### config.mk
export PLATFORM = sky130hd
export DESIGN_NAME = irq_route_ctrl
export DESIGN_NICKNAME = d
export VERILOG_FILES = /design/src/rtl/irq_route_pkg.sv /design/src/rtl/irq_cmd_reg.sv /design/src/rtl/irq_src_shaper.sv /design/src/rtl/irq_pin_mux.sv /design/src/rtl/irq_route_ctrl.sv
export SDC_FILE = /design/constraint.sdc
export NUM_CORES = 1
export LEC_CHECK = 0
export BUFFER_PORTS_ARGS = -buffer_cell sky130_fd_sc_hd__buf_2
export CORE_MARGIN = 5
export CORE_UTILIZATION = 50
export DETAILED_ROUTE_END_ITERATION = 8
export GPL_ROUTABILITY_DRIVEN = 0
export HOLD_SLACK_MARGIN = 0.08
export PLACE_DENSITY = 0.81
export SYNTH_ARGS = -nofsm -noshare
export SYNTH_HDL_FRONTEND = slang
export SYNTH_SLANG_ARGS = --single-unit
### constraint.sdc
create_clock -name clk -period 2.33 [get_ports clk]
set_input_delay 0.1165 -clock clk [delete_from_list [all_inputs] [get_ports clk]]
set_output_delay 0.1165 -clock clk [all_outputs]
set_load 0.1 [all_outputs]
### src/rtl/irq_route_pkg.sv
`timescale 1ns/1ps
package irq_route_pkg;

   // Command register layout, bit 7 down to bit 0.
   typedef struct packed {
      logic xfer_en;     // 7
      logic tod_on_a;    // 6
      logic b_high;      // 5
      logic pulse_mode;  // 4
      logic wdg_mask;    // 3
      logic tod_mask;    // 2
      logic wdg_flag;    // 1
      logic tod_flag;    // 0
   } cmd_t;

   localparam int unsigned NUM_SRC = 2;
   localparam int unsigned SRC_TOD = 0;
   localparam int unsigned SRC_WDG = 1;

   localparam cmd_t CMD_RESET = '{
      xfer_en:    1'b1,
      tod_on_a:   1'b0,
      b_high:     1'b0,
      pulse_mode: 1'b0,
      wdg_mask:   1'b1,
      tod_mask:   1'b1,
      wdg_flag:   1'b0,
      tod_flag:   1'b0
   };

endpackage

### src/rtl/irq_cmd_reg.sv
`timescale 1ns/1ps
module irq_cmd_reg
   import irq_route_pkg::*;
#(
   parameter int unsigned ADDR_W   = 4,
   parameter int unsigned CMD_ADDR = 11
) (
   input  logic               clk,
   input  logic               rst_n,
   input  logic               wr,
   input  logic               rd,
   input  logic [ADDR_W-1:0]  addr,
   input  logic [7:0]         wdata,
   input  logic [NUM_SRC-1:0] evt,
   output cmd_t               cmd,
   output logic [7:0]         rdata
);

   localparam logic [ADDR_W-1:0] HIT_ADDR = ADDR_W'(CMD_ADDR);

   logic hit;
   cmd_t q;
   cmd_t d;

   assign hit = (addr == HIT_ADDR);

   always_comb begin
      d = q;
      if (wr && hit) begin
         d.xfer_en    = wdata[7];
         d.tod_on_a   = wdata[6];
         d.b_high     = wdata[5];
         d.pulse_mode = wdata[4];
         d.wdg_mask   = wdata[3];
         d.tod_mask   = wdata[2];
         if (!wdata[1]) d.wdg_flag = 1'b0;
         if (!wdata[0]) d.tod_flag = 1'b0;
      end
      // events win over a clearing write
      if (evt[SRC_TOD]) d.tod_flag = 1'b1;
      if (evt[SRC_WDG]) d.wdg_flag = 1'b1;
   end

   always_ff @(posedge clk or negedge rst_n) begin
      if (!rst_n) q <= CMD_RESET;
      else        q <= d;
   end

   assign cmd   = q;
   assign rdata = (rd && hit) ? q : 8'h00;

endmodule

### src/rtl/irq_src_shaper.sv
`timescale 1ns/1ps
module irq_src_shaper #(
   parameter int unsigned PULSE_TICKS = 3,
   parameter int unsigned CNT_W       = $clog2(PULSE_TICKS + 2)
) (
   input  logic clk,
   input  logic rst_n,
   input  logic evt,
   input  logic flag,
   input  logic mask,
   input  logic pulse_mode,
   input  logic tick,
   output logic active
);

   // One extra tick covers the partial period in which the event lands.
   localparam logic [CNT_W-1:0] LOAD = CNT_W'(PULSE_TICKS + 1);

   logic [CNT_W-1:0] cnt;
   logic             stretching;

   always_ff @(posedge clk or negedge rst_n) begin
      if (!rst_n)                  cnt <= '0;
      else if (evt)                cnt <= LOAD;
      else if (tick && stretching) cnt <= cnt - 1'b1;
   end

   assign stretching = (cnt != '0);
   assign active     = !mask && (pulse_mode ? stretching : flag);

endmodule

### src/rtl/irq_pin_mux.sv
`timescale 1ns/1ps
module irq_pin_mux
   import irq_route_pkg::*;
(
   input  logic [NUM_SRC-1:0] active,
   input  logic               tod_on_a,
   input  logic               b_high,
   output logic               irq_a_n,
   output logic               irq_b
);

   logic a_src;
   logic b_src;

   always_comb begin
      if (tod_on_a) begin
         a_src = active[SRC_TOD];
         b_src = active[SRC_WDG];
      end else begin
         a_src = active[SRC_WDG];
         b_src = active[SRC_TOD];
      end
   end

   assign irq_a_n = !a_src;
   assign irq_b   = b_high ? b_src : !b_src;

endmodule

### src/rtl/irq_route_ctrl.sv
`timescale 1ns/1ps
module irq_route_ctrl
   import irq_route_pkg::*;
#(
   parameter int unsigned ADDR_W      = 4,
   parameter int unsigned CMD_ADDR    = 11,
   parameter int unsigned PULSE_TICKS = 3
) (
   input  logic              clk,
   input  logic              rst_n,
   input  logic              tod_evt,
   input  logic              wdg_evt,
   input  logic              ms_tick,
   input  logic              bus_wr,
   input  logic              bus_rd,
   input  logic [ADDR_W-1:0] bus_addr,
   input  logic [7:0]        bus_wdata,
   output logic [7:0]        bus_rdata,
   output logic              irq_a_n,
   output logic              irq_b,
   output logic              xfer_en
);

   localparam int unsigned CNT_W = $clog2(PULSE_TICKS + 2);

   if (PULSE_TICKS < 1) begin : g_bad_pulse
      $error("PULSE_TICKS must be at least 1");
   end
   if (ADDR_W < 1 || ADDR_W > 16) begin : g_bad_aw
      $error("ADDR_W must be 1..16");
   end
   if (CMD_ADDR >= (1 << ADDR_W)) begin : g_bad_addr
      $error("CMD_ADDR does not fit in ADDR_W bits");
   end

   cmd_t               cmd_q;
   logic [NUM_SRC-1:0] evt_v;
   logic [NUM_SRC-1:0] flag_v;
   logic [NUM_SRC-1:0] mask_v;
   logic [NUM_SRC-1:0] active_v;

   assign evt_v[SRC_TOD]  = tod_evt;
   assign evt_v[SRC_WDG]  = wdg_evt;
   assign flag_v[SRC_TOD] = cmd_q.tod_flag;
   assign flag_v[SRC_WDG] = cmd_q.wdg_flag;
   assign mask_v[SRC_TOD] = cmd_q.tod_mask;
   assign mask_v[SRC_WDG] = cmd_q.wdg_mask;

   irq_cmd_reg #(
      .ADDR_W   (ADDR_W),
      .CMD_ADDR (CMD_ADDR)
   ) u_cmd (
      .clk   (clk),
      .rst_n (rst_n),
      .wr    (bus_wr),
      .rd    (bus_rd),
      .addr  (bus_addr),
      .wdata (bus_wdata),
      .evt   (evt_v),
      .cmd   (cmd_q),
      .rdata (bus_rdata)
   );

   for (genvar s = 0; s < NUM_SRC; s++) begin : g_src
      irq_src_shaper #(
         .PULSE_TICKS (PULSE_TICKS),
         .CNT_W       (CNT_W)
      ) u_shape (
         .clk        (clk),
         .rst_n      (rst_n),
         .evt        (evt_v[s]),
         .flag       (flag_v[s]),
         .mask       (mask_v[s]),
         .pulse_mode (cmd_q.pulse_mode),
         .tick       (ms_tick),
         .active     (active_v[s])
      );
   end

   irq_pin_mux u_mux (
      .active   (active_v),
      .tod_on_a (cmd_q.tod_on_a),
      .b_high   (cmd_q.b_high),
      .irq_a_n  (irq_a_n),
      .irq_b    (irq_b)
   );

   assign xfer_en = cmd_q.xfer_en;

endmodule

==> results_dict.tcl, run 1 <==
set metrics [dict create \
    async_flop_share 1.00 \
    tns_ns 0 \
    ys_ff_latch 14 \
    netlist_top_cells_area "dfrtp_1 35%, mux2_4 12%, dfstp_2 10%" \
    drt_iter0_drc 5 \
    status "completed" \
    critical_path_class "reg -> out" \
    synth_warnings 0 \
    cp-end-kind "output port" \
    nets 133 \
    synth.top_cells.by_count "11 x dfrtp_1, 10 x nor2_1, 8 x and3_2" \
    tightest_slew_ns 0.491 \
    dieArea_um2 2450 \
    layout-drive-gt1-share 0.477 \
    antenna_left 0 \
    grt_usage 0.136 \
    drc 0 \
    grt_max_degree 15 \
    slew_headroom 0.675 \
    powerDensity_nw_per_um2 806 \
    area.growth.synth_to_final_pct 36.4 \
    vias 617 \
    io_pins 30 \
    insertion_delay_ns 0.27 \
    cts_root_buf "clkbuf_4" \
    r2r_slack_ns 0.91 \
    ir_drop_uv 507 \
    syn-num-nets 91 \
    maxCapViolations 0 \
    dieHeight_um 49.5 \
    cp-startpoint "g_src[1].u_shape.cnt[0]" \
    holdCritStartpoint "bus_wdata[0]" \
    die_w_um 49.5 \
    synth_edf_count 0 \
    p_leak_uw 0.000572 \
    ys.flop_type "dfrtp_1" \
    cp_data_required_time_ns 2.21 \
    setup_viol 0 \
    grt_pass1_wl_um 2700 \
    syn_avg_cell_area_um2 11.5 \
    yosysTopAreaCell "dfrtp_1" \
    post-synth-top-count-cell "dfrtp_1" \
    via_per_inst 4.94 \
    grt_pass1_vias 646 \
    place_area_um2 945 \
    final_area_um2 1060 \
    final_util 0.714 \
    hold_class "in -> reg" \
    synth_cell_type_count 18 \
    netlist.area_leader.share 0.353 \
    clockBufferDepth 2 \
    drt_wl_total_um 1470 \
    cts_tree "done" \
    maxSlewViolCount 0 \
    timing.hold.ws_ns 0.0836 \
    rows 14 \
    dp_hpwl_um 1160 \
    final-hold-violation-count 0 \
    dr.pass1.iters 4 \
    syn_area_um2 779 \
    start_kind "flip-flop" \
    clkSlewWorstSetupHoldPaths_ns 0.08 \
    hold_path_depth 3 \
    portBuffers 29 \
    r2r_end "g_src[1].u_shape.cnt[2]" \
    wl_per_cell_um 11.8 \
    hold_end "u_cmd.cmd[0]" \
    syn_inst 68 \
    grt_setup_unrepaired "false" \
    clock_skew_ns 0.000141 \
    n_antenna_cell 0 \
    r2r_cells 5 \
    worst-path-max-fanout 2 \
    htree_levels 1 \
    fmax_ghz 0.461 \
    core_um2 1490 \
    start_util 0.524 \
    timing.final.crit_period_ns 2.17 \
    n_fill_cell 109 \
    cts_sinks 14 \
    seq_area_frac_synth 0.454 \
    overflow 0 \
    crit_arrival_ns 2.05 \
    fin_crit_sh 0.931 \
    regToRegStartpoint "g_src[1].u_shape.cnt[0]" \
    cts_inserted_buffers 3 \
    antenna_found_initial 0 \
]
## cell usage in the layout, fill, tap and decap left out, types with 2 or more instances in the layout
master         netlist  final
a211o_1              2      2
a211oi_1             2      2
a21oi_1              2      2
and3_2               8      8
buf_2                0     28
clkbuf_4             0      4
dfrtp_1             11     11
dfstp_2              3      3
dlygate4sd3_1        0      9
ha_1                 4      4
inv_1                6      6
mux2_4               6      6
nand2b_1             4      4
nor2_1              10     10
o21ai_0              2      2
xnor2_1              2      2
## logic make-up after synthesis
family / count (synthesis) / synth area share
simple gates: 24 / 0.196
flops: 14 / 0.454
compound gates: 8 / 0.0674
mux: 8 / 0.141
buf+inv: 7 / 0.0433
fa+ha+maj: 4 / 0.0642
xor+xnor: 3 / 0.0337
## layout make-up
cell class / instances / area (um^2) / area share
repair buffers: 38 / 238 / 0.224
well taps: 16 / 20.0 / 0.0188
clock buffers: 4 / 26.3 / 0.0247
flip-flops and latches: 14 / 354 / 0.333
multi-input cells: 47 / 403 / 0.379
inverters: 6 / 22.5 / 0.0212
## state kept, by name (all words and copies together) (netlist names)
name,count
u_cmd.cmd,8
g_src.u_shape.cnt,6
## timing repair
item / 4_1_cts / 5_1_grt
buffers inserted: 0 / 0
hold endpoints to repair: 27 / 0
setup endpoints to repair: 0 / 1
resized for setup: 0 / 1
hold buffers: 9 / 0
## how the worst max path moves through the flow
stage                       end  cells after the start  slack (ns)
after floorplan           irq_b                      6        0.12
after global placement    irq_b                      7        0.39
after detailed placement  irq_b                      7        0.36
after CTS                 irq_b                      7        0.05
after global routing      irq_b                      7       0.005
final                     irq_b                      7        0.16
## worst max-delay path, cell delays in order, from the launching register on
cell      delay (ns)
dfrtp_1         0.34
inv_1           0.06
ha_1            0.19
ha_1            0.19
a211oi_1        0.33
mux2i_1         0.18
xor2_2          0.14
clkbuf_4        0.34
## where the power goes
group / leakage, uW / internal [uW] / switching (uW)
Combinational: 0.000398 / 131 / 257
Sequential: 0.000159 / 293 / 34.6
Clock: 0.0000150 / 66.4 / 74.7
Total: 0.000572 / 491 / 367
## through the flow
step	setup WS, ns	std cells	total power [uW]
finish	0.162	125	857
global route	0.00464	125	917
detailed placement	0.361	112	707
CTS	0.0508	125	860
global placement	0.386	112	699
floorplan	0.115	68	642
## layer usage
| layer | GRT usage | vias up | wire [um] |
|---|---|---|---|
| li1 | - | 315 | - |
| met1 | 0.163 | 275 | 638 |
| met2 | 0.221 | 23 | 641 |
| met3 | 0.0392 | 4 | 160 |
| met4 | 0.0655 | 0 | 32 |
| met5 | 0 | - | 0 |
Power figures use the tool's default switching activity.
==> run 2, diff against run 1 <==
--- a/config.mk
+++ b/config.mk
@@ -5,13 +5,13 @@
 export SDC_FILE = /design/constraint.sdc
 export NUM_CORES = 1
 export LEC_CHECK = 0
+export ABC_AREA = 1
 export BUFFER_PORTS_ARGS = -buffer_cell sky130_fd_sc_hd__buf_2
-export CORE_MARGIN = 5
-export CORE_UTILIZATION = 50
+export CORE_UTILIZATION = 51
 export DETAILED_ROUTE_END_ITERATION = 8
 export GPL_ROUTABILITY_DRIVEN = 0
 export HOLD_SLACK_MARGIN = 0.08
-export PLACE_DENSITY = 0.81
+export PLACE_DENSITY = 0.82
 export SYNTH_ARGS = -nofsm -noshare
 export SYNTH_HDL_FRONTEND = slang
 export SYNTH_SLANG_ARGS = --single-unit
==> results_dict.tcl, run 2 <==
set metrics [dict create \
    post-synth-top-count-cell "nand2_1" \
    tightest_slew_ns 0.526 \
    cts_sinks 14 \
    seq_area_frac_synth 0.441 \
    final_common_cell "buf_2" \
    grt_setup_unrepaired "false" \
    powerDensity_nw_per_um2 725 \
    fin_crit_sh 0.851 \
    netlist_top_cells_area "dfrtp_1 34%, nand2_1 12%, inv_1 11%" \
    final_area_um2 1070 \
    netlist.area_leader.share 0.343 \
    async_flop_share 1.00 \
    setup_viol 0 \
    swShare 0.434 \
    tns_ns 0 \
    cp-end-kind "output port" \
    via_per_inst 5.00 \
    r2r_end "g_src[0].u_shape.cnt[2]" \
    synth.top_cells.by_count "25 x nand2_1, 24 x inv_1, 11 x dfrtp_1, 11 x nand3_1, 11 x nor2_1" \
    grt_pass1_wl_um 3180 \
    seq_power_share 0.399 \
    cp_data_required_time_ns 2.21 \
    final_util 0.773 \
    multi_input_area_um2 354 \
    largest_reg_flops 8 \
    n_antenna_cell 0 \
    status "completed" \
    drt_iter0_drc 28 \
    hold_buffers 8 \
    timing.hold.ws_ns 0.0904 \
    antenna_left 0 \
    r2r_slack_ns 0.95 \
    overflow 0 \
    synth_cell_type_count 16 \
    grt_usage 0.243 \
    place_area_um2 962 \
    hold_class "in -> reg" \
    crit_end "irq_b" \
    die_w_um 41.7 \
    cts_resized 0 \
    regArea_um2 354 \
    p_switching_uw 336 \
    cts_inserted_buffers 3 \
    syn_avg_cell_area_um2 7.57 \
    area.growth.synth_to_final_pct 33.2 \
    ys_ff_latch 14 \
    synth_edf_count 0 \
    yosysTopAreaCell "dfrtp_1" \
    insertion_delay_ns 0.28 \
    rows 13 \
    grt_max_degree 15 \
    nets 170 \
    final-hold-violation-count 0 \
    io_pins 30 \
    r2r_cells 7 \
    layout-drive-gt1-share 0.260 \
    syn_area_um2 802 \
    drt_wl_total_um 1860 \
    antenna_found_initial 0 \
    clkSlewWorstSetupHoldPaths_ns 0.08 \
    cts_tree "done" \
    wl_per_cell_um 11.5 \
    clockBufferDepth 2 \
    dieHeight_um 41.7 \
    regToRegStartpoint "g_src[0].u_shape.cnt[0]" \
    total_power_uw 775 \
    drc 0 \
    post_cts_buffers 0 \
    clock_skew_ns 0.000141 \
    pwr-share-clk 0.183 \
    maxSlewViolCount 0 \
    p_leak_uw 0.000637 \
    cts_root_buf "clkbuf_4" \
    n_fill_cell 110 \
    maxCapViolations 0 \
    p_int_uw 439 \
    synth_warnings 0 \
    fmax_ghz 0.504 \
    syn-num-nets 129 \
    syn_inst 106 \
    portBuffers 29 \
    ys.flop_type "dfrtp_1" \
    start_util 0.580 \
    vias 805 \
    crit_arrival_ns 1.87 \
    dr.pass1.iters 6 \
    cp-startpoint "g_src[1].u_shape.cnt[0]" \
    pwr-share-comb 0.418 \
    dieArea_um2 1740 \
    start_kind "flip-flop" \
    slew_headroom 0.648 \
    worst-path-max-fanout 3 \
    critical_path_class "reg -> out" \
    grt_pass1_vias 771 \
    timing.final.crit_period_ns 1.98 \
    layout_common_cells "29 x buf_2, 25 x nand2_1, 24 x inv_1" \
    htree_levels 1 \
    ir_drop_uv 545 \
    core_um2 1380 \
    dp_hpwl_um 1290 \
]
run 2: changes by cell type in the layout (fill, tap and decap cells not counted), sizes merged, moves of 3 or more:
cell	previous run	this run
nand2	1	27
inv	6	24
nand3	0	11
and3	8	0
mux2	6	0
nand2b	4	0
nand4	0	3
run 2: area by class of cell:
class	count	area share
Multi-Input combinational cell	67	0.331
Tap cell	15	0.0176
Clock buffer	4	0.0246
Inverter	24	0.0843
Timing Repair Buffer	37	0.211
Sequential cell	14	0.331
run 2: power groups by stage:
stage	registers [uW]	clock network, uW	logic (uW)
2_1_floorplan	336	0	227
3_3_place_gp	312	0	306
3_5_place_dp	313	0	313
4_1_cts	308	146	325
5_1_grt	315	157	356
6_report	309	142	324
run 2: how the worst min path moves through the flow:
stage | startpoint | end | slack, ns | cells past startpoint
2_1_floorplan | rst_n | g_src[0].u_shape.cnt[0] | -0.18 | 0
4_1_cts | bus_wdata[4] | u_cmd.cmd[4] | 0.09 | 3
5_1_grt | bus_wdata[4] | u_cmd.cmd[4] | 0.11 | 3
3_5_place_dp | rst_n | u_cmd.cmd[1] | 0.03 | 1
3_3_place_gp | rst_n | u_cmd.cmd[1] | 0.02 | 1
6_report | bus_wdata[4] | u_cmd.cmd[4] | 0.09 | 3
run 2: cells by family (layout without fill, tap and decap cells):
group	after synthesis	count (layout)	share of synthesized area
AND/OR/NAND/NOR	53	53	0.309
buffers and inverters	25	65	0.117
adder cells (fa/ha/maj)	4	4	0.0624
AO/OA/AOI/OAI	10	10	0.0702
flip-flops	14	14	0.441
run 2: critical path, stage by stage, from the launching register on:
cell,delay [ns]
dfrtp_1,0.37
inv_1,0.05
ha_1,0.19
ha_1,0.19
nand2_1,0.09
nand4_1,0.11
nand2_1,0.08
nand2_1,0.05
nand2_1,0.05
buf_2,0.41
run 2: stage by stage:
| step | cells | setup WS, ns |
|---|---|---|
| 6_report | 161 | 0.346 |
| 5_1_grt | 161 | 0.180 |
| 2_1_floorplan | 106 | 0.00756 |
| 3_5_place_dp | 149 | 0.648 |
| 3_3_place_gp | 149 | 0.689 |
| 4_1_cts | 161 | 0.329 |
run 2: layer usage:
metal / GRT usage / share of wire / vias to the layer above
met2: 0.428 / 0.52 / 23
met3: 0.0261 / 0.031 / 4
met4: 0.116 / 0.010 / 0
li1: - / - / 410
met1: 0.292 / 0.44 / 368
met5: 0 / 0 / -
